`src/rtl/lmac_pkg.sv`:
```
package lmac_pkg;
  typedef enum logic [1:0] {
    OP_UMUL = 2'b00,
    OP_UMAC = 2'b01,
    OP_SMUL = 2'b10,
    OP_SMAC = 2'b11
  } lmac_op_e;

  function automatic logic op_accumulates(input logic [1:0] op);
    return op[0];
  endfunction

  function automatic logic op_signed(input logic [1:0] op);
    return op[1];
  endfunction
endpackage

```
`src/rtl/lmac_operand_ext.sv`:
```
// Widens an operand to the full result width, by sign or by zero.
module lmac_operand_ext #(
  parameter int W = 32
) (
  input  logic [W-1:0]   val,
  input  logic           is_signed,
  output logic [2*W-1:0] wide
);
  logic fill;
  always_comb begin
    fill = is_signed & val[W-1];
    wide = {{W{fill}}, val};
  end
endmodule

```
`src/rtl/lmac_mul.sv`:
```
// Product of two widened operands, kept modulo 2^(2W). The result is exact
// for both signed and unsigned inputs.
module lmac_mul #(
  parameter int W = 32
) (
  input  logic [2*W-1:0] a_wide,
  input  logic [2*W-1:0] b_wide,
  output logic [2*W-1:0] prod
);
  always_comb prod = a_wide * b_wide;
endmodule

```
`src/rtl/lmac_acc_add.sv`:
```
// Optional add of the accumulator pair, wrapping modulo 2^(2W).
module lmac_acc_add #(
  parameter int W = 32
) (
  input  logic [2*W-1:0] prod,
  input  logic           acc_en,
  input  logic [W-1:0]   acc_hi,
  input  logic [W-1:0]   acc_lo,
  output logic [2*W-1:0] sum
);
  logic [2*W-1:0] addend;
  always_comb begin
    addend = acc_en ? {acc_hi, acc_lo} : '0;
    sum    = prod + addend;
  end
endmodule

```
`src/rtl/lmac_unit.sv`:
```
module lmac_unit #(
  parameter int W = 32
) (
  input  logic         clk,
  input  logic         rst,
  input  logic         in_valid,
  output logic         in_ready,
  input  logic [1:0]   in_op,
  input  logic [W-1:0] in_a,
  input  logic [W-1:0] in_b,
  input  logic [W-1:0] in_acc_hi,
  input  logic [W-1:0] in_acc_lo,
  output logic         out_valid,
  input  logic         out_ready,
  output logic [W-1:0] out_hi,
  output logic [W-1:0] out_lo
);
  import lmac_pkg::*;

  localparam int RW = 2 * W;

  logic [W-1:0]  opnd   [2];
  logic [RW-1:0] widened[2];
  logic [RW-1:0] prod;
  logic [RW-1:0] sum;
  logic          sgn;
  logic          acc_en;
  logic          take;
  logic [RW-1:0] res_q;
  logic          vld_q;

  assign sgn     = op_signed(in_op);
  assign acc_en  = op_accumulates(in_op);
  assign opnd[0] = in_a;
  assign opnd[1] = in_b;

  for (genvar g = 0; g < 2; g++) begin : g_ext
    lmac_operand_ext #(.W(W)) u_ext (
      .val      (opnd[g]),
      .is_signed(sgn),
      .wide     (widened[g])
    );
  end

  lmac_mul #(.W(W)) u_mul (
    .a_wide(widened[0]),
    .b_wide(widened[1]),
    .prod  (prod)
  );

  lmac_acc_add #(.W(W)) u_add (
    .prod  (prod),
    .acc_en(acc_en),
    .acc_hi(in_acc_hi),
    .acc_lo(in_acc_lo),
    .sum   (sum)
  );

  assign in_ready = !vld_q || out_ready;
  assign take     = in_valid && in_ready;

  always_ff @(posedge clk) begin
    if (rst) begin
      vld_q <= 1'b0;
    end else if (take) begin
      vld_q <= 1'b1;
    end else if (out_ready) begin
      vld_q <= 1'b0;
    end
  end

  always_ff @(posedge clk) begin
    if (take) res_q <= sum;
  end

  assign out_valid = vld_q;
  assign out_lo    = res_q[W-1:0];
  assign out_hi    = res_q[RW-1:W];
endmodule

```
`config.mk`:
```
export PLATFORM = sky130hd
export DESIGN_NAME = lmac_unit
export DESIGN_NICKNAME = d
export VERILOG_FILES = /design/src/rtl/lmac_pkg.sv /design/src/rtl/lmac_operand_ext.sv /design/src/rtl/lmac_mul.sv /design/src/rtl/lmac_acc_add.sv /design/src/rtl/lmac_unit.sv
export SDC_FILE = /design/constraint.sdc
export NUM_CORES = 2
export LEC_CHECK = 0
export CAP_MARGIN = 20
export CORE_UTILIZATION = 45
export CTS_CLUSTER_SIZE = 16
export DETAILED_ROUTE_END_ITERATION = 10
export PLACE_DENSITY = 0.65
export SYNTH_ARGS = -nofsm -noshare
export SYNTH_HDL_FRONTEND = slang
export SYNTH_SLANG_ARGS = --single-unit
```
`constraint.sdc`:
```
create_clock -name clk -period 19.59 [get_ports clk]
set_input_delay 3.918 -clock clk [delete_from_list [all_inputs] [get_ports clk]]
set_output_delay 3.918 -clock clk [all_outputs]
set_load 0.01 [all_outputs]
```
==> impl_metrics.env <==
export IMPL_path_class="primary input to register"
export IMPL_syn_inst=4568
export IMPL_cts_buffers=9
export IMPL_ioPinCount=200
export IMPL_start_util_pct=45.4
export IMPL_synth_nets=6153
export IMPL_netlist_area_um2=43100
export IMPL_ys_warn_count=0
export IMPL_syn2layout_area_growth_pct=7.69
export IMPL_grt_pass1_vias=33900
export IMPL_use_met1_pct=32.0
export IMPL_finalCritPeriodShare_pct=64.5
export IMPL_regToRegSetupSlack_ps=17760
export IMPL_post_route_min_period_ps=12630
export IMPL_holdBufCountCts=0
export IMPL_drive_gt1_share_pct=2.62
export IMPL_timing_max_transition_violations_final=0
export IMPL_wirelength_mm=118
export IMPL_synth_edf_count=64
export IMPL_cp_end_kind="register"
export IMPL_slew_headroom_pct=31.9
export IMPL_tns_ps=0
export IMPL_htree_levels=3
export IMPL_status="finished clean"
export IMPL_hold_viol=0
export IMPL_viasPerCell=5.15
export IMPL_grt_busiest_layer="met2"
export IMPL_clock_path_buffers=2
export IMPL_synthFlopType="edfxtp_1"
export IMPL_worst_pin_slew_ps=1020
export IMPL_drt_pre_antenna_iters=8
export IMPL_grt_first_pass_wirelength_mm=191
export IMPL_gp_congestion=0.913
export IMPL_die_x_um=312
export IMPL_fmaxAchievable_ghz=0.0792
export IMPL_postCtsSetupBuffers=0
export IMPL_ctsResizeCount=0
export IMPL_drc=0
export IMPL_vias=30300
export IMPL_clock_latency_ps=400
export IMPL_wl_per_cell_um=20.1
export IMPL_dp_hpwl_mm=93.5
export IMPL_startpoint_type="primary input"
export IMPL_core_area_um2=95000
export IMPL_synth_seq_cells=65
export IMPL_cts_tree="built"
export IMPL_detail_route_antenna_nets=0
export IMPL_port_buffers=199
export IMPL_die_area_um2=97100
export IMPL_finalSetupViolCount=0
export IMPL_grt_ovfl_total=0
export IMPL_use_met2_pct=45.6
export IMPL_drt_iter0_drc=1929
export IMPL_cts_num_sinks=65
export IMPL_max_cap_viol_count=0
export IMPL_skew_ps=10.4
export IMPL_die_h_um=312
export IMPL_synth_distinct_cells=63
export IMPL_synth_avg_cell_area_um2=9.44
export IMPL_yosysSeqAreaShare_pct=4.50
export IMPL_hold_path_class="register to register"
export IMPL_grtUsageTotal_pct=25.9
export IMPL_async_reset_ff_share_pct=0
export IMPL_grt_setup_unrepaired="no"
export IMPL_cp_required_ps=19730
export IMPL_grt_max_degree=65
export IMPL_cp_max_fo=54
export IMPL_final_net_count=6191
export IMPL_clockRootBuffer="clkbuf_16"
export IMPL_clk_pin_slew_ps=70
export IMPL_rows=113
export IMPL_timing_critical_path_arrival_ps=12780
export IMPL_antenna_found_initial=4
export IMPL_grtUsageMet3_pct=4.67
## cell usage after synthesis, types with 3 or more instances
cell type / n / area (um^2)
a211oi_1: 4 / 30.0
a21o_1: 31 / 233
a21oi_1: 69 / 345
a31o_2: 3 / 26.3
a31oi_1: 6 / 37.5
and2_1: 454 / 2840
and3_1: 29 / 181
buf_2: 7 / 35.0
clkbuf_1: 217 / 815
edfxtp_1: 64 / 1920
fa_1: 1223 / 24500
ha_1: 228 / 2850
inv_1: 1244 / 4670
nand2_1: 704 / 2640
nand2b_1: 3 / 18.8
nand3_1: 11 / 55.1
nand4_1: 9 / 56.3
nor2_1: 58 / 218
nor2b_1: 4 / 25.0
nor3_1: 8 / 40.0
o211ai_1: 6 / 45.0
o21a_1: 6 / 45.0
o21ai_0: 18 / 90.1
o21ai_1: 9 / 45.0
o21bai_1: 15 / 113
o31ai_1: 4 / 30.0
or2_2: 9 / 56.3
xnor2_1: 63 / 552
xor2_1: 20 / 175
## flip-flops by register name, indices dropped and copies added, names as in the netlist
signal     flops
out_valid      1
res_q         64
## cells by family after synthesis
logic type	after synthesis	synth area share (%)
compound gates	200	3.18
xor+xnor	83	1.69
fa+ha+maj	1451	63.4
buf+inv	1470	12.8
flops	65	4.50
mux	2	0.0464
simple gates	1297	14.4
## through the flow
step / hold WS (ps) / instances / cell area (um^2) / utilization [%] / worst slack [ps]
floorplan: 593 / 4568 / 43100 / - / 7850
global placement: 523 / 5860 / 46100 / 48.5 / 6500
detailed placement: 534 / 5860 / 46100 / 48.5 / 6480
CTS: 548 / 5876 / 46400 / 48.9 / 6900
global route: 580 / 5878 / 46400 / 48.9 / 6450
finish: 540 / 5878 / 46400 / 48.9 / 6960
## path summary, 6_finish.rpt
| path | start | to | cells past startpoint |
|---|---|---|---|
| worst max-delay path | in_a[31] | res_q[63] | 27 |
| worst min-delay path | out_valid | out_valid | 2 |
| worst max register to register | out_valid | res_q[14] | 3 |
| worst min register to register | out_valid | out_valid | 2 |
## cell usage in the layout, fill, tap and decap left out, drive strengths merged, types with 63 or more instances in the layout
master,instances
clkdlybuf4s50,172
and2,454
buf,81
nand2,704
edfxtp,64
fa,1223
xnor2,63
a21oi,70
inv,1245
ha,228
## critical path, stage by stage
cell and delay (ps):
clkdlybuf4s50_1 450, buf_4 420, and2_1 520, nand2_1 160, inv_1 170, fa_1 450, fa_1 380, buf_4 210
inv_1 750, fa_1 590, fa_1 550, inv_1 60, fa_1 500, inv_1 50, fa_1 550, fa_1 440
fa_1 490, inv_1 40, ha_1 360, a211o_1 310, a211oi_1 210, nor2_1 120, a221oi_2 270, o31a_1 280
o21ai_2 120, a311oi_2 220, xnor2_1 100
## cell type report
cell class / instances / area, um^2
flip-flops and latches: 65 / 1940
well taps: 1265 / 1580
inverters: 1244 / 4670
clock inverters: 7 / 93.8
fillers: 8997 / 48600
multi-input cells: 3033 / 35600
clock buffers: 9 / 225
diodes: 2 / 5.00
repair buffers: 253 / 2260
## routing by layer
metal  up-vias  wire [um]
met2      1064      61000
met1     16000      44900
met3       239       8320
met5         -          9
met4         2       4160
li1      13000          -
Power is not shown: default switching activity piles up to over one toggle a cycle in this logic, so the estimate is an artifact.
